[src/rtl/hash_cmd_pkg.sv]
package hash_cmd_pkg;

    typedef enum logic [2:0] {
        ALG_MD5        = 3'd0,
        ALG_SHA1       = 3'd1,
        ALG_SHA224     = 3'd2,
        ALG_SHA256     = 3'd3,
        ALG_SHA512     = 3'd4,
        ALG_SHA384     = 3'd5,
        ALG_SHA512_256 = 3'd6,
        ALG_NONE       = 3'd7
    } hash_algo_e;

    typedef enum logic [1:0] {
        JOB_IDLE   = 2'd0,
        JOB_LAUNCH = 2'd1,
        JOB_WAIT   = 2'd2
    } job_state_e;

    // word indices of the registers
    localparam int IDX_CIPHER = 4;
    localparam int IDX_STATUS = 7;
    localparam int IDX_SRC    = 8;
    localparam int IDX_DST    = 9;
    localparam int IDX_KEY    = 10;
    localparam int IDX_LEN    = 11;
    localparam int IDX_CMD    = 12;

    // status bit positions
    localparam int ST_ALGO_ERR  = 0;
    localparam int ST_WIN_ERR   = 1;
    localparam int ST_BUSY_ERR  = 2;
    localparam int ST_COMPLETE  = 9;

    // command bit positions
    localparam int CMD_IRQ_EN   = 9;
    localparam int CMD_SG_EN    = 18;

endpackage

[src/rtl/hash_algo_decode.sv]
module hash_algo_decode
    import hash_cmd_pkg::*;
#(
    parameter bit WIDE_FAMILY = 1'b1
) (
    input  logic [2:0] sel_base,
    input  logic [2:0] sel_wide,
    output logic [2:0] algo_code,
    output logic       algo_ok
);

    logic       wide_ok;
    hash_algo_e wide_code;
    hash_algo_e base_code;
    logic       base_ok;

    generate
        if (WIDE_FAMILY) begin : g_wide
            always_comb begin
                wide_ok   = 1'b1;
                wide_code = ALG_NONE;
                unique case (sel_wide)
                    3'b000:  wide_code = ALG_SHA512;
                    3'b001:  wide_code = ALG_SHA384;
                    3'b010:  wide_code = ALG_SHA512_256;
                    default: wide_ok   = 1'b0;
                endcase
            end
        end else begin : g_narrow
            always_comb begin
                wide_ok   = 1'b0 & (|sel_wide);
                wide_code = ALG_NONE;
            end
        end
    endgenerate

    always_comb begin
        base_ok   = 1'b1;
        base_code = ALG_NONE;
        unique case (sel_base)
            3'b000:  base_code = ALG_MD5;
            3'b010:  base_code = ALG_SHA1;
            3'b100:  base_code = ALG_SHA224;
            3'b101:  base_code = ALG_SHA256;
            3'b110: begin
                base_ok   = wide_ok;
                base_code = wide_code;
            end
            default: base_ok = 1'b0;
        endcase
    end

    assign algo_ok   = base_ok;
    assign algo_code = base_ok ? base_code : ALG_NONE;

endmodule

[src/rtl/hash_job_fsm.sv]
module hash_job_fsm
    import hash_cmd_pkg::*;
(
    input  logic clk,
    input  logic rst_n,
    input  logic launch_i,
    input  logic done_i,
    output logic start_o,
    output logic busy_o,
    output logic finish_o
);

    job_state_e state_q;
    job_state_e state_d;

    always_ff @(posedge clk) begin
        if (!rst_n) begin
            state_q <= JOB_IDLE;
        end else begin
            state_q <= state_d;
        end
    end

    always_comb begin
        state_d = state_q;
        unique case (state_q)
            JOB_IDLE:   if (launch_i) state_d = JOB_LAUNCH;
            JOB_LAUNCH: state_d = JOB_WAIT;
            JOB_WAIT:   if (done_i) state_d = JOB_IDLE;
            default:    state_d = JOB_IDLE;
        endcase
    end

    always_comb begin
        start_o  = 1'b0;
        busy_o   = 1'b1;
        finish_o = 1'b0;
        unique case (state_q)
            JOB_IDLE:   busy_o   = 1'b0;
            JOB_LAUNCH: start_o  = 1'b1;
            JOB_WAIT:   finish_o = done_i;
            default:    busy_o   = 1'b0;
        endcase
    end


    start_single_chk: assert property (@(posedge clk) disable iff (!rst_n)
        start_o |=> !start_o && busy_o);


    launch_start_chk: assert property (@(posedge clk) disable iff (!rst_n)
        (launch_i && !busy_o) |=> start_o);


    finish_idle_chk: assert property (@(posedge clk) disable iff (!rst_n)
        finish_o |=> !busy_o);

endmodule

[src/rtl/hash_reg_bank.sv]
module hash_reg_bank
    import hash_cmd_pkg::*;
#(
    parameter int IDX_W    = 10,
    parameter int WORDS    = 16,
    parameter int SRC_BITS = 31,
    parameter bit WIDE     = 1'b1
) (
    input  logic             clk,
    input  logic             rst_n,
    input  logic             wr_en,
    input  logic             rd_en,
    input  logic [IDX_W-1:0] widx,
    input  logic [31:0]      wdata,
    input  logic             busy_i,
    input  logic             algo_ok_i,
    input  logic [2:0]       algo_code_i,
    input  logic             finish_i,
    output logic             cmd_hit_o,
    output logic [31:0]      cmd_masked_o,
    output logic [31:0]      rdata_o,
    output logic [31:0]      src_o,
    output logic [31:0]      dst_o,
    output logic [31:0]      key_o,
    output logic [31:0]      len_o,
    output logic [2:0]       algo_o,
    output logic [1:0]       digest_o,
    output logic             sg_o,
    output logic             irq_en_o,
    output logic             complete_o,
    output logic [2:0]       err_o
);

    localparam logic [31:0] SRC_MASK  = 32'((64'd1 << SRC_BITS) - 64'd1);
    localparam logic [31:0] DST_MASK  = SRC_MASK & 32'hFFFF_FFF8;
    localparam logic [31:0] LEN_MASK  = 32'h0FFF_FFFF;
    localparam logic [31:0] CMD_MASK  = WIDE ? 32'h0014_7FFF : 32'h0000_03FF;
    localparam logic [31:0] W1C_MASK  = (32'd1 << ST_COMPLETE) | (32'd1 << ST_BUSY_ERR)
                                      | (32'd1 << ST_WIN_ERR)  | (32'd1 << ST_ALGO_ERR);

    logic [31:0] cipher_q, status_q, src_q, dst_q, key_q, len_q, cmd_q;
    logic [2:0]  algo_q;
    logic [31:0] rd_mux;
    logic [31:0] st_set, st_clr;
    logic        in_win;
    logic        win_err, cmd_accept, busy_err, algo_bad;

    assign in_win = (32'(widx) < 32'(WORDS));

    function automatic logic hit(input logic [IDX_W-1:0] w, input int idx);
        return w == IDX_W'(idx);
    endfunction

    assign cmd_hit_o    = wr_en && in_win && hit(widx, IDX_CMD);
    assign cmd_masked_o = wdata & CMD_MASK;
    assign cmd_accept   = cmd_hit_o && !busy_i;
    assign busy_err     = cmd_hit_o && busy_i;
    assign algo_bad     = cmd_accept && !algo_ok_i;
    assign win_err      = (wr_en || rd_en) && !in_win;

    always_comb begin
        st_set = '0;
        st_set[ST_COMPLETE] = finish_i;
        st_set[ST_ALGO_ERR] = algo_bad;
        st_set[ST_WIN_ERR]  = win_err;
        st_set[ST_BUSY_ERR] = busy_err;
        st_clr = (wr_en && in_win && hit(widx, IDX_STATUS)) ? (wdata & W1C_MASK) : '0;
    end

    always_ff @(posedge clk) begin
        if (!rst_n) begin
            cipher_q <= '0;
            status_q <= '0;
            src_q    <= '0;
            dst_q    <= '0;
            key_q    <= '0;
            len_q    <= '0;
            cmd_q    <= '0;
            algo_q   <= '0;
        end else begin
            status_q <= (status_q & ~st_clr) | st_set;
            if (wr_en && in_win) begin
                if (hit(widx, IDX_CIPHER)) cipher_q <= wdata;
                if (hit(widx, IDX_SRC))    src_q    <= wdata & SRC_MASK;
                if (hit(widx, IDX_DST))    dst_q    <= wdata & DST_MASK;
                if (hit(widx, IDX_KEY))    key_q    <= wdata & DST_MASK;
                if (hit(widx, IDX_LEN))    len_q    <= wdata & LEN_MASK;
            end
            if (cmd_accept) begin
                cmd_q  <= cmd_masked_o;
                algo_q <= algo_code_i;
            end
        end
    end

    always_comb begin
        rd_mux = '0;
        if (hit(widx, IDX_CIPHER)) rd_mux = cipher_q;
        if (hit(widx, IDX_STATUS)) rd_mux = status_q;
        if (hit(widx, IDX_SRC))    rd_mux = src_q;
        if (hit(widx, IDX_DST))    rd_mux = dst_q;
        if (hit(widx, IDX_KEY))    rd_mux = key_q;
        if (hit(widx, IDX_LEN))    rd_mux = len_q;
        if (hit(widx, IDX_CMD))    rd_mux = cmd_q;
    end

    always_ff @(posedge clk) begin
        if (!rst_n) begin
            rdata_o <= '0;
        end else if (rd_en) begin
            rdata_o <= in_win ? rd_mux : '0;
        end
    end

    assign src_o      = src_q;
    assign dst_o      = dst_q;
    assign key_o      = key_q;
    assign len_o      = len_q;
    assign algo_o     = algo_q;
    assign digest_o   = cmd_q[8:7];
    assign sg_o       = cmd_q[CMD_SG_EN];
    assign irq_en_o   = cmd_q[CMD_IRQ_EN];
    assign complete_o = status_q[ST_COMPLETE];
    assign err_o      = {status_q[ST_BUSY_ERR], status_q[ST_WIN_ERR], status_q[ST_ALGO_ERR]};


    busy_drop_chk: assert property (@(posedge clk) disable iff (!rst_n)
        (cmd_hit_o && busy_i) |=> $stable(cmd_q) && status_q[ST_BUSY_ERR]);


    window_read_chk: assert property (@(posedge clk) disable iff (!rst_n)
        (rd_en && !in_win) |=> (rdata_o == 32'd0) && status_q[ST_WIN_ERR]);


    complete_w1c_chk: assert property (@(posedge clk) disable iff (!rst_n)
        (wr_en && in_win && hit(widx, IDX_STATUS) && wdata[ST_COMPLETE] && !finish_i)
        |=> !status_q[ST_COMPLETE]);


    algo_err_chk: assert property (@(posedge clk) disable iff (!rst_n)
        (cmd_accept && !algo_ok_i) |=> status_q[ST_ALGO_ERR]);

endmodule

[src/rtl/hash_cmd_regfile.sv]
module hash_cmd_regfile
    import hash_cmd_pkg::*;
#(
    parameter int IDX_W    = 10,
    parameter int WORDS    = 16,
    parameter int SRC_BITS = 31,
    parameter bit WIDE     = 1'b1
) (
    input  logic             clk,
    input  logic             rst_n,
    input  logic             reg_wr,
    input  logic             reg_rd,
    input  logic [IDX_W-1:0] reg_widx,
    input  logic [31:0]      reg_wdata,
    output logic [31:0]      reg_rdata,
    output logic             job_start,
    input  logic             job_done,
    output logic [2:0]       job_algo,
    output logic [1:0]       job_digest_mode,
    output logic             job_sg,
    output logic [31:0]      src_addr,
    output logic [31:0]      dst_addr,
    output logic [31:0]      key_addr,
    output logic [31:0]      src_len,
    output logic [2:0]       err_flags,
    output logic             irq
);

    logic        cmd_hit;
    logic [31:0] cmd_masked;
    logic [2:0]  dec_code;
    logic        dec_ok;
    logic        busy, finish;
    logic        irq_en, complete;

    hash_algo_decode #(.WIDE_FAMILY(WIDE)) u_decode (
        .sel_base  (cmd_masked[6:4]),
        .sel_wide  (cmd_masked[12:10]),
        .algo_code (dec_code),
        .algo_ok   (dec_ok)
    );

    hash_job_fsm u_fsm (
        .clk      (clk),
        .rst_n    (rst_n),
        .launch_i (cmd_hit && dec_ok),
        .done_i   (job_done),
        .start_o  (job_start),
        .busy_o   (busy),
        .finish_o (finish)
    );

    hash_reg_bank #(
        .IDX_W    (IDX_W),
        .WORDS    (WORDS),
        .SRC_BITS (SRC_BITS),
        .WIDE     (WIDE)
    ) u_bank (
        .clk          (clk),
        .rst_n        (rst_n),
        .wr_en        (reg_wr),
        .rd_en        (reg_rd),
        .widx         (reg_widx),
        .wdata        (reg_wdata),
        .busy_i       (busy),
        .algo_ok_i    (dec_ok),
        .algo_code_i  (dec_code),
        .finish_i     (finish),
        .cmd_hit_o    (cmd_hit),
        .cmd_masked_o (cmd_masked),
        .rdata_o      (reg_rdata),
        .src_o        (src_addr),
        .dst_o        (dst_addr),
        .key_o        (key_addr),
        .len_o        (src_len),
        .algo_o       (job_algo),
        .digest_o     (job_digest_mode),
        .sg_o         (job_sg),
        .irq_en_o     (irq_en),
        .complete_o   (complete),
        .err_o        (err_flags)
    );

    assign irq = complete & irq_en;


    irq_needs_complete_chk: assert property (@(posedge clk) disable iff (!rst_n)
        irq |-> complete);


    start_after_write_chk: assert property (@(posedge clk) disable iff (!rst_n)
        job_start |-> $past(reg_wr));


    done_sets_flag_chk: assert property (@(posedge clk) disable iff (!rst_n)
        (busy && !job_start && job_done) |=> complete);

endmodule

[config.mk]
export PLATFORM = sky130hd
export DESIGN_NAME = hash_cmd_regfile
export DESIGN_NICKNAME = d
export VERILOG_FILES = /design/src/rtl/hash_cmd_pkg.sv /design/src/rtl/hash_algo_decode.sv /design/src/rtl/hash_job_fsm.sv /design/src/rtl/hash_reg_bank.sv /design/src/rtl/hash_cmd_regfile.sv
export SDC_FILE = /design/constraint.sdc
export NUM_CORES = 1
export LEC_CHECK = 0
export BUFFER_PORTS_ARGS = -buffer_cell sky130_fd_sc_hd__clkbuf_2
export CORE_MARGIN = 3
export CORE_UTILIZATION = 35
export DETAILED_ROUTE_END_ITERATION = 8
export MAX_ROUTING_LAYER = met4
export PLACE_DENSITY = 0.64
export SETUP_SLACK_MARGIN = 0.5
export SKIP_LAST_GASP = 1
export SYNTH_ARGS = -nofsm -noshare
export SYNTH_HDL_FRONTEND = slang
export SYNTH_SLANG_ARGS = --single-unit
[constraint.sdc]
create_clock -name clk -period 1.9 [get_ports clk]
set_clock_uncertainty 0.2 [all_clocks]
set_input_delay 0.285 -clock clk [delete_from_list [all_inputs] [get_ports clk]]
set_output_delay 0.285 -clock clk [all_outputs]
set_load 0.005 [all_outputs]
# Yosys cells after proc, flatten, opt, wreduce, memory -nomap -nowiden
# Cells that the tools add are included.
# classes
magnitude_cmp	1
n_eq_ne	17
n_mux	20
bitwise_logic	4
reduce_logical	24
# op_table
cell	count
two-way mux 32 bit	8
equality test 10 x 4 -> 1 bit (second input constant)	5
AND 32 bit	1
inverter 32 bit	1
bitwise OR 32 x 10 -> 32 bit	1
equality test 10 x 3 -> 1 bit (second input constant)	2
one-hot mux 3 bit (5 select lines)	1
one-hot mux 2 bit (3 select lines)	2
AND reduction 2 bit	6
less-than comparator 10 x 5 -> 1 bit (second input constant)	1
two-way mux 10 bit	1
equality test 3 bit (second input constant)	3
logical AND 1 bit	8
equality test 3 x 2 -> 1 bit (second input constant)	2
logical NOT 3 bit	2
two-way mux 1 bit	4
two-way mux 2 bit	2
OR reduction 4 bit	1
equality test 3 x 1 -> 1 bit (second input constant)	1
logical NOT 1 bit	3
two-way mux 3 bit	1
OR reduction 3 bit	1
equality test 2 x 1 -> 1 bit (second input constant)	1
equality test 2 bit (second input constant)	1
other kinds (7)	7
# totals
register_bits	233
elab_cells	76

# Depth between registers and ports, before layout
# Gate-level depths: netlist of the first run.
# depth
ltp_word	9
mapped_depth	8

# By module
# From an unflattened synthesis of the first run, not the netlist that was laid out.
# hier_totals
cells_unflattened	1058
hier_area_um2	9450.3
# modules_own_cells
mod	n_inst	cells_each	area_per_inst_um2	seq_area_each_um2
hash_reg_bank	1	1031	9217.6	4063.9
hash_job_fsm	1	16	151.4	40.0
hash_algo_decode	1	9	68.8	0.0
hash_cmd_regfile	1	2	12.5	0.0

# Worst setup path after synthesis of the first run
# No wires, ideal clock.
# synth_timing
path_kind	input port to flip-flop
from	input port reg_widx[0]
to	register u_bank.len_q[23] (netlist: u_bank.len_o[23])
setup_time_ps	116
arrival_ps	1510
slack_ps	74
path_stages	8
n_path_buf	3
cell_sequence	buf_2 -> and2_1 -> and4_1 -> buf_4 -> nand2_4 -> buf_4 -> mux2i_1 -> nor2b_1
# synth_between
elab_chain_cells	3
word_cells_on_any_way	4
classes_between	order compare: 1; eq/ne: 1; reduce/logical: 2
# synth_rtl
element	line	text
from (decl)	hash_cmd_regfile.sv:13	input logic [IDX_W-1:0] reg_widx,
less-than comparator 10 x 5 -> 1 bit	hash_reg_bank.sv:48	assign in_win = (32'(widx) < 32'(WORDS));
logical AND 1 bit	hash_reg_bank.sv:82	if (wr_en && in_win) begin
AND reduction 2 bit (no source line) *	-	
to (signal assigned)	hash_reg_bank.sv:87	if (hit(widx, IDX_LEN)) len_q <= wdata & LEN_MASK;
to (decl)	hash_reg_bank.sv:41	logic [31:0] cipher_q, status_q, src_q, dst_q, key_q, len_q, cmd_q;
# Every way passes the cells marked *; elsewhere a longest branch is shown, timed or not.
# A chain may end at the register's enable or synchronous reset.

# Worst setup path after layout of the first run
# layout_timing
from	register u_fsm.state_q[0]
to	register u_bank.cmd_q[18]
# layout_between
elab_chain_cells	5
word_cells_on_any_way	6
classes_between	eq/ne: 2; mux: 1; reduce/logical: 3
# layout_rtl
element	line	text
from (decl)	hash_job_fsm.sv:13	job_state_e state_q;
from (signal assigned)	hash_job_fsm.sv:20	state_q <= state_d;
equality test 2 x 1 -> 1 bit / equality test 2 bit (equally long branches)	hash_job_fsm.sv:38	unique case (state_q)
OR reduction 2 bit (no source line) *	-	
two-way mux 1 bit *	hash_job_fsm.sv:38	
logical NOT 1 bit *	hash_reg_bank.sv:56	assign cmd_accept = cmd_hit_o && !busy_i;
logical AND 1 bit *	hash_reg_bank.sv:56	
to (signal assigned)	hash_reg_bank.sv:90	cmd_q <= cmd_masked_o;
to (decl)	hash_reg_bank.sv:41	
# Marks and branches as above.

==> flow_summary_export.csv, run 1 <==
group,metric,value,unit
yosys,synth-async-reset-ratio,0,%
global_route,grt_pass1_wl,54700,um
setup_path,worstPathArrival,2.07,ns
timing,slew_viol_final,0,
floorplan,start_util,35.8,%
setup_path,cp.required,2.13,ns
setup_path,crit_top_cell,"buf_12",
yosys,synth-compound-area-share,20.7,%
setup_path,crit_path_end_kind,"flip-flop",
global_route,grt_max_degree,109,
timing,max_freq,543,MHz
detailed_routing,firstDrtPassIters,6,
clock_network,insertion_delay,0.51,ns
clock_network,numCtsBuffers,22,
global_route,grt_overflow,0,
setup_path,cp_slowest_cell,"and4b_4",
timing,setup_viol,0,
detailed_routing,wl_met2,17300,um
yosys,synth_simple_gate_area_share,21.3,%
hold_path,min_path_type,"in -> reg",
yosys,synth_edf_count,0,
clock_network,cts_tree,"done",
finish,n_fill_cell,2140,
yosys,synthTopCellsByArea,"dfxtp_1 (44%), mux2i_1 (6.4%), o21ai_0 (5.8%)",
yosys,synth_warnings,0,
finish,seqCellArea,4320,um^2
global_route,antenna_found_initial,0,
power,p_per_area,610,nW/um^2
clock_network,clockBufferDepth,3,
run_status,status,"completed",
finish,multi_input_area,5440,um^2
yosys,yosys.area.top_type,"dfxtp_1",
place,dpl-instance-area,11500,um^2
setup_path,startpoint_type,"flip-flop",
yosys,synth.distinct_cells,51,
setup_path,r2r-start,"u_fsm.state_q[0]",
clock_network,clk_pin_slew_worst_paths,0.06,ns
detailed_routing,drt-initial-drc-count,872,
detailed_routing,drt-wirelength-per-cell,20.0,um
timing,hold_viol,0,
finish,fin_util,58.8,%
clock_network,cts_num_sinks,205,
power,leakagePower,6.78,nW
floorplan,die_w,170,um
yosys,syn_area,9420,um^2
detailed_routing,route.vias.total,10100,
setup_path,crit_start,"u_fsm.state_q[0]",
setup_path,critPathKind,"reg -> reg",
timing,timing.final.ws_setup,0.0572,ns
timing,max_slew_margin,31.0,%
floorplan,rows,59,
yosys,synth.top_cells.by_count,"dfxtp_1 (205), nand2_1 (124), o21ai_0 (110)",
timing,rsz0062_at_grt,"true",
yosys,syn_area_per_cell,8.39,um^2
floorplan,core_area,26300,um^2
detailed_routing,ant_nets,0,
detailed_routing,m1WireLength,15900,um
timing,max_slew.worst_pin.slew,1.03,ns
yosys,synth_cells,1122,
global_route,grt_use_total,24.6,%
yosys,ys.flop_type,"dfxtp_1",
floorplan,die_h,170,um
hold_path,hp-start,"reg_wdata[11]",
global_route,grt_pass1_vias,9590,
finish,nNetsFinal,1582,
yosys,yosysSeqAreaShare,43.6,%
clock_network,htreeDepth,1,
yosys,synth_seq_cells,205,
yosys,synth_top_area_share,43.6,%
detailed_routing,drc,0,
place,pre_cts_ws,-0.211,ns
clock_network,root_buffer,"clkbuf_16",
setup_path,max_stage_delay,0.39,ns
yosys,synth-xor-area-share,0,%
setup_path,path_cells,"inv_4, ha_4, and4b_4, buf_12, buf_12, buf_16, nand2_4, a21boi_1",
floorplan,ios,218,
detailed_routing,wirelength,37600,um
place,gp_congestion,0.899,
detailed_routing,wl_met3,3090,um
finish,diodes,0,
timing,final.min_clock_period,1.84,ns
yosys,post-synth-top-count-cell,"dfxtp_1",
finish,fin_area,15400,um^2
power,ir_drop,402,uV
yosys,synth_top_family_by_area,"simple AND/OR/NAND/NOR gates",
yosys,synthAdderAreaFrac,0.531,%
setup_path,path_max_fanout,6,
timing,finalCritPeriodShare,97.0,%
place,dp_hpwl,23200,um
place,port_buffers,204,
detailed_routing,dr.max_layer_used,"met4",
finish,area_delta_synth_final,63.9,%
timing,finalSetupTns,0,ns
flow_run,maxCapViolCount,0,
detailed_routing,avgViaCountPerCell,5.39,
finish,drive_gt1_share,52.2,%
yosys,synthMuxAreaShare,6.38,%
floorplan,die_area,28900,um^2
[timing repair]
item / CTS / global route
cloned: 14 / 2
resized for setup: 251 / 224
pin swaps: 32 / 37
buffers inserted: 127 / 20
hold buffers: 30 / 0
endpoints found under the setup margin: 359 / 362
hold endpoints to repair: 127 / 0
[state kept, by name (all words and copies together), names as in the netlist]
name             count
u_bank.algo_o        3
u_bank.cipher_q     32
u_bank.cmd_q        17
u_bank.dst_o        28
u_bank.key_o        28
u_bank.len_o        28
u_bank.rdata_o      32
u_bank.src_o        31
u_bank.status_q      4
u_fsm.state_q        2
[placed cells by master, fill, tap and decap left out, types with 15 or more instances in the layout]
| master | n |
|---|---|
| dfxtp_2 | 153 |
| o21ai_1 | 28 |
| a21oi_2 | 17 |
| nand3_1 | 72 |
| clkbuf_16 | 25 |
| a21oi_1 | 56 |
| nor2b_1 | 56 |
| buf_6 | 90 |
| dfxtp_1 | 45 |
| clkbuf_2 | 131 |
| a21boi_1 | 20 |
| mux2i_1 | 58 |
| nor2_1 | 46 |
| buf_12 | 28 |
| inv_1 | 22 |
| o21ai_0 | 80 |
| o21ai_2 | 27 |
| nand3_2 | 24 |
| o22ai_1 | 15 |
| nand2_1 | 107 |
| buf_4 | 182 |
| dlygate4sd3_1 | 30 |
[worst max-delay path, delay by kind of cell (launching register included)]
family / cells / cell delay [ns]
compound gates: 1 / 0.15
buf+inv: 4 / 0.38
fa+ha+maj: 1 / 0.23
flops: 1 / 0.36
simple gates: 2 / 0.43
[cells by family (layout without fill, tap and decap cells)]
logic type	Yosys count	in the layout
adders and majority gates	4	4
AOI/OAI and AO/OA	322	322
muxes	60	60
buffers and inverters	139	547
and+or+nand+nor	391	391
other	1	13
DFF	205	205
[metrics by stage]
stage,hold slack (ns),instances,total power [mW]
2_1_floorplan,0.175,1134,4.87
3_3_place_gp,0.236,1649,5.15
3_5_place_dp,0.240,1649,5.15
4_1_cts,0.00462,1855,9.40
5_1_grt,0.0302,1877,9.70
6_report,0.0199,1877,9.42
[final timing paths]
| path | to | slack [ns] | cells after the start |
|---|---|---|---|
| worst max register to register | u_bank.cmd_q[18] | 0.06 | 8 |
| worst max-delay path | u_bank.cmd_q[18] | 0.06 | 8 |
| worst min-delay path | u_bank.len_o[11] | 0.02 | 4 |
| worst min register to register | u_bank.rdata_o[1] | 0.25 | 2 |
[power by group]
group / total (mW) / internal, mW / switching (mW)
sequential: 4.32 / 4.31 / 0.0122
clock: 4.21 / 2.44 / 1.77
combinational: 0.893 / 0.367 / 0.526
total: 9.42 / 7.11 / 2.31
[per-layer routing]
metal	up-vias	GRT usage, %
li1	4722	-
met1	4885	32.6
met2	418	38.7
met3	83	4.16
met4	0	7.16
met5	-	-
[cell type report]
cell class / count / area share (%)
Clock buffer: 29 / 4.07
Clock inverter: 6 / 0.397
Inverter: 24 / 0.616
Multi-Input combinational cell: 790 / 35.2
Sequential cell: 205 / 28.0
Tap cell: 335 / 2.71
Timing Repair Buffer: 488 / 29.0
(Power assumes the default switching activity.)
==> inputs of run 2 (changes only) <==
Settings changed: ABC_AREA from default to 1.
==> run 2 against run 1 <==
Net effect:
- clock-buffer cell count is the same
- register-to-register slack gained 0.17 ns
- sequential share of layout area grew 0.089 points
- flip-flop and latch count is the same
- die area shrank 3.4%
- cell count grew 5.0%
- cell area shrank 0.26%
- area after synthesis shrank 3.6%
==> flow_summary_export.csv, run 2 <==
group,metric,value,unit
power,switchingPower,2.41,mW
setup_path,crit_family,"flip-flops",
yosys,yosysSeqAreaShare,45.2,%
hold_path,hp-start,"reg_wdata[5]",
global_route,antenna_found_initial,0,
yosys,synth.distinct_cells,35,
clock_network,insertion_delay,0.52,ns
power,p_int,7.47,mW
timing,finalCritPeriodShare,88.3,%
detailed_routing,wirelength,40000,um
power,ir_drop,657,uV
timing,rsz0062_at_grt,"true",
place,place_inst,1754,
yosys,yosys.area.top_type,"dfxtp_1",
finish,mostFrequentLayoutCells,"dfxtp_2 (152), inv_1 (150), a21oi_1 (146), buf_4 (138), nand2_1 (131)",
yosys,synth_cells,1232,
finish,instances_no_fill,1971,
yosys,ys.flop_type,"dfxtp_1",
timing,hold_viol,0,
yosys,synth_seq_cells,205,
clock_network,cts_num_sinks,205,
power,p_per_area,642,nW/um^2
detailed_routing,drc,0,
clock_network,cts_tree,"done",
setup_path,worstPathArrival,1.19,ns
finish,final_common_cell,"dfxtp_2",
yosys,synthTopCellsByArea,"dfxtp_1 (45%), o21ai_0 (11%), a21oi_1 (10%)",
timing,max_freq,596,MHz
detailed_routing,drt-wirelength-per-cell,20.3,um
finish,diodes,0,
flow_run,maxCapViolCount,0,
global_route,grt_use_total,24.3,%
place,pre_cts_ws,-0.0862,ns
floorplan,core_area,25300,um^2
place,gp_congestion,0.870,
place,dp_hpwl,22500,um
detailed_routing,ant_nets,0,
timing,slew_viol_final,0,
setup_path,crit_start,"u_fsm.state_q[1]",
timing,final.min_clock_period,1.68,ns
place,port_buffers,204,
power,power.total,9.88,mW
power,clkPwrFrac,46.2,%
finish,area_delta_synth_final,69.6,%
hold_path,min_path_type,"in -> reg",
global_route,grt_pass1_vias,9446,
floorplan,ios,218,
yosys,post-synth-top-count-cell,"dfxtp_1",
detailed_routing,wl_met3,3320,um
setup_path,startpoint_type,"flip-flop",
detailed_routing,m1WireLength,15900,um
detailed_routing,drt-initial-drc-count,1048,
setup_path,cp.required,1.41,ns
detailed_routing,route.vias.total,10500,
finish,multi_input_area,4860,um^2
clock_network,numCtsBuffers,24,
detailed_routing,wl_met2,19300,um
timing,timing.hold.ws,0.0132,ns
finish,nNetsFinal,1680,
yosys,synth_warnings,0,
run_status,status,"completed",
yosys,synth_edf_count,0,
yosys,syn_area,9080,um^2
finish,drive_gt1_share,50.7,%
setup_path,crit_path_end_kind,"primary output",
global_route,grt_pass1_wl,53300,um
yosys,synth-async-reset-ratio,0,%
setup_path,path_cells,"inv_4, ha_4, buf_6",
timing,timing.final.ws_setup,0.223,ns
setup_path,crit_buf_inv,2,
timing,setup_viol,0,
clock_network,htreeDepth,1,
clock_network,clockBufferDepth,3,
floorplan,die_h,167,um
yosys,synth_top_area_share,45.2,%
clock_network,clk_pin_slew_worst_paths,0.07,ns
power,leakagePower,6.63,nW
setup_path,cp_slowest_cell,"dfxtp_2",
power,pwr-share-seq,44.0,%
setup_path,r2r-start,"u_fsm.state_q[0]",
timing,max_slew.worst_pin.slew,0.502,ns
floorplan,start_util,35.9,%
timing,max_slew_margin,66.4,%
setup_path,critPathKind,"reg -> out",
floorplan,die_area,27900,um^2
yosys,synth.top_cells.by_count,"dfxtp_1 (205), o21ai_0 (203), a21oi_1 (189)",
global_route,grt_overflow,0,
detailed_routing,dr.max_layer_used,"met4",
global_route,grt_max_degree,73,
clock_network,root_buffer,"clkbuf_16",
power,swShare,24.4,%
floorplan,rows,58,
setup_path,path_max_fanout,3,
finish,seqCellArea,4320,um^2
floorplan,die_w,167,um
setup_path,max_stage_delay,0.35,ns
detailed_routing,firstDrtPassIters,5,
finish,n_fill_cell,2092,
yosys,syn_area_per_cell,7.37,um^2
power,p_comb_share,9.8,%
detailed_routing,avgViaCountPerCell,5.31,
==> run 2: logic make-up (layout without fill, tap and decap cells) <==
logic type,after synthesis,count (layout),synth area share [%]
AND/OR/NAND/NOR,319,319,15.6
other,1,13,0.0413
AO/OA/AOI/OAI,442,442,26.5
buffers and inverters,261,658,12.2
flip-flops,205,205,45.2
adder cells (fa/ha/maj),4,4,0.551
==> run 2: through the flow <==
stage	utilization, %	area, um^2	TNS (ns)
floorplan	-	9480	0
global placement	43.3	11000	-0.319
detailed placement	43.3	11000	-0.913
CTS	51.9	13200	0
global route	60.8	15400	0
finish	60.8	15400	0
==> run 2: area by class of cell <==
class                      count  share of cell area (%)
clock inverter                 9                   0.634
tap                          330                    2.68
clock buffer                  29                    4.29
multi-input combinational    778                    31.6
inverter                     166                    4.50
timing repair buffer         454                    28.3
sequential                   205                    28.1
==> run 2: power by group through the flow <==
stage	Combinational [mW]	Clock (mW)	Sequential (mW)
finish	0.970	4.57	4.34
global route	1.02	4.79	4.35
CTS	0.692	4.58	4.34
detailed placement	0.553	0	4.43
global placement	0.547	0	4.43
floorplan	0.315	0	4.43
==> run 2: path summary, 6_finish.rpt <==
check	end	slack (ns)	depth (start not counted)
hold / removal	u_bank.algo_o[0]	0.01	4
setup reg to reg	u_bank.cmd_q[5]	0.23	7
hold reg to reg	u_bank.cipher_q[7]	0.25	2
setup / recovery	job_start	0.22	3
==> run 2: timing repair <==
item	4_1_cts	5_1_grt
hold buffers	37	0
endpoints found under the hold margin	159	0
buffers inserted	71	44
resized for setup	208	385
endpoints found under the setup margin	192	298
cloned	4	23
pin swaps	3	51
==> run 2: per-layer routing <==
| metal | vias up | track usage (%) |
|---|---|---|
| met5 | - | - |
| met4 | 0 | 6.42 |
| met3 | 103 | 3.78 |
| met2 | 535 | 40.1 |
| met1 | 4981 | 31.4 |
| li1 | 4838 | - |
==> run 2: worst register-to-register path, delay by kind of cell, from the launching register on <==
kind	cells	cell delay (ns)
simple gates	1	0.20
compound gates	2	0.17
fa+ha+maj	1	0.23
flops	1	0.37
buf+inv	3	0.38
==> inputs of run 3 (changes only) <==
Settings changed: SYNTH_HIERARCHICAL from default to 1.
==> run 3 against run 2 <==
Net effect:
- the flow now finishes with violations (negative hold slack)
- area after synthesis fell by 0.45%
- flip-flop and latch count did not move
- wire length rose by 17%
- synthesized cell count rose by 2.2%
- fmax rose by 0.60%
- critical endpoint unchanged
- highest routed layer unchanged
==> flow_summary_export.csv, run 3 <==
group,metric,value,unit
timing,hold_viol,1,
place,gp_congestion,0.930,
clock_network,insertion_delay,0.53,ns
finish,nNetsFinal,1791,
setup_path,cp.required,1.41,ns
global_route,grt_overflow,0,
detailed_routing,route.vias.total,11800,
timing,finalCritPeriodShare,87.7,%
setup_path,crit_path_end_kind,"primary output",
power,ir_drop,539,uV
finish,instances_no_fill,2085,
timing,max_slew.worst_pin.slew,0.545,ns
floorplan,core_area,25300,um^2
setup_path,startpoint_type,"flip-flop",
global_route,grt_use_total,29.1,%
place,dp_hpwl,22900,um
finish,mostFrequentLayoutCells,"buf_4 (192), dfxtp_2 (154), nand2_1 (148), clkbuf_2 (144), inv_1 (142)",
floorplan,start_util,35.8,%
floorplan,die_h,167,um
global_route,grt_max_degree,53,
floorplan,die_area,27800,um^2
clock_network,numCtsBuffers,23,
timing,max_slew_margin,63.6,%
detailed_routing,avgViaCountPerCell,5.64,
timing,finalSetupTns,0,ns
place,pre_cts_ws,-0.160,ns
clock_network,clockBufferDepth,3,
timing,setup_viol,0,
detailed_routing,drc,0,
finish,diodes,0,
run_status,status,"finished, violations left",
setup_path,path_max_fanout,2,
run_status,violations,"negative hold slack",
timing,timing.final.ws_setup,0.233,ns
finish,drive_gt1_share,58.6,%
clock_network,clk_pin_slew_worst_paths,0.06,ns
floorplan,die_w,167,um
detailed_routing,firstDrtPassIters,7,
clock_network,root_buffer,"clkbuf_16",
power,power.total,10.0,mW
timing,timing.hold.ws,-0.00559,ns
place,place_inst,1786,
power,p_per_area,596,nW/um^2
detailed_routing,drt-initial-drc-count,1333,
yosys,synth_warnings,6,
finish,area_delta_synth_final,86.1,%
setup_path,worstPathArrival,1.18,ns
detailed_routing,ant_nets,0,
timing,rsz0062_at_grt,"true",
place,port_buffers,204,
hold_path,min_path_type,"in -> reg",
flow_run,maxCapViolCount,0,
detailed_routing,drt-wirelength-per-cell,22.4,um
finish,fin_util,66.6,%
timing,max_freq,600,MHz
clock_network,cts_num_sinks,205,
setup_path,critPathKind,"reg -> out",
floorplan,rows,58,
yosys,synth_cells,1259,
clock_network,htreeDepth,1,
timing,final.min_clock_period,1.67,ns
yosys,syn_area,9040,um^2
global_route,antenna_found_initial,0,
power,leakagePower,7.54,nW
global_route,grt_pass1_wl,62300,um
detailed_routing,wirelength,46800,um
timing,slew_viol_final,0,
global_route,grt_pass1_vias,10700,
yosys,syn_area_per_cell,7.18,um^2
clock_network,cts_tree,"done",
floorplan,ios,218,
finish,final_common_cell,"buf_4",
-- run 3: final timing paths --
path               startpoint                  to  slack [ns]  cells past startpoint
min                    reg_rd  u_bank/rdata_o[31]      -0.006                      3
max reg2reg  u_fsm/state_q[0]     u_bank/cmd_q[3]        0.26                      7
max          u_fsm/state_q[1]           job_start        0.23                      3
min reg2reg  u_bank/cmd_q[11]    u_bank/cmd_q[11]        0.25                      2
-- run 3: report_power, final --
group	switching (mW)	internal [mW]	leakage, nW	total, mW
logic	0.599	0.385	5.42	0.985
clock network	1.90	2.81	0.388	4.70
registers	0.0255	4.32	1.73	4.35
total	2.52	7.52	7.54	10.0
-- run 3: timing repair --
action	CTS	global route
resized for setup	398	371
gates cloned	25	11
buffers inserted	138	52
hold endpoints to repair	156	0
endpoints found under the setup margin	295	362
hold buffers	34	0
pin swaps	90	90
-- run 3: per-stage QoR --
step	instance area [um^2]	hold slack, ns
6_report	16800	-0.00559
5_1_grt	16800	-0.00589
4_1_cts	14900	0.00214
3_5_place_dp	11000	0.237
3_3_place_gp	11000	0.231
2_1_floorplan	9340	0.206
-- run 3: cell type report --
cell class              instances  area, um^2
flip-flops and latches        205        4320
multi-input cells             804        5260
fillers                      1840        8420
well taps                     330         413
clock inverters                 9         124
inverters                     159         642
repair buffers                548        5420
clock buffers                  30         652
-- run 3: metal layers --
metal / part of all wire [%] / global-route usage [%] / vias up
met2: 46 / 45.5 / 860
li1: - / - / 5080
met1: 37 / 36.3 / 5600
met4: 5.7 / 13.3 / 0
met5: 0 / - / -
met3: 12 / 6.08 / 215
-- run 3: worst max-delay path, stage by stage (launching register included) --
cell and delay [ns]:
dfxtp_2 0.32, inv_2 0.09, ha_4 0.14, clkbuf_2 0.11
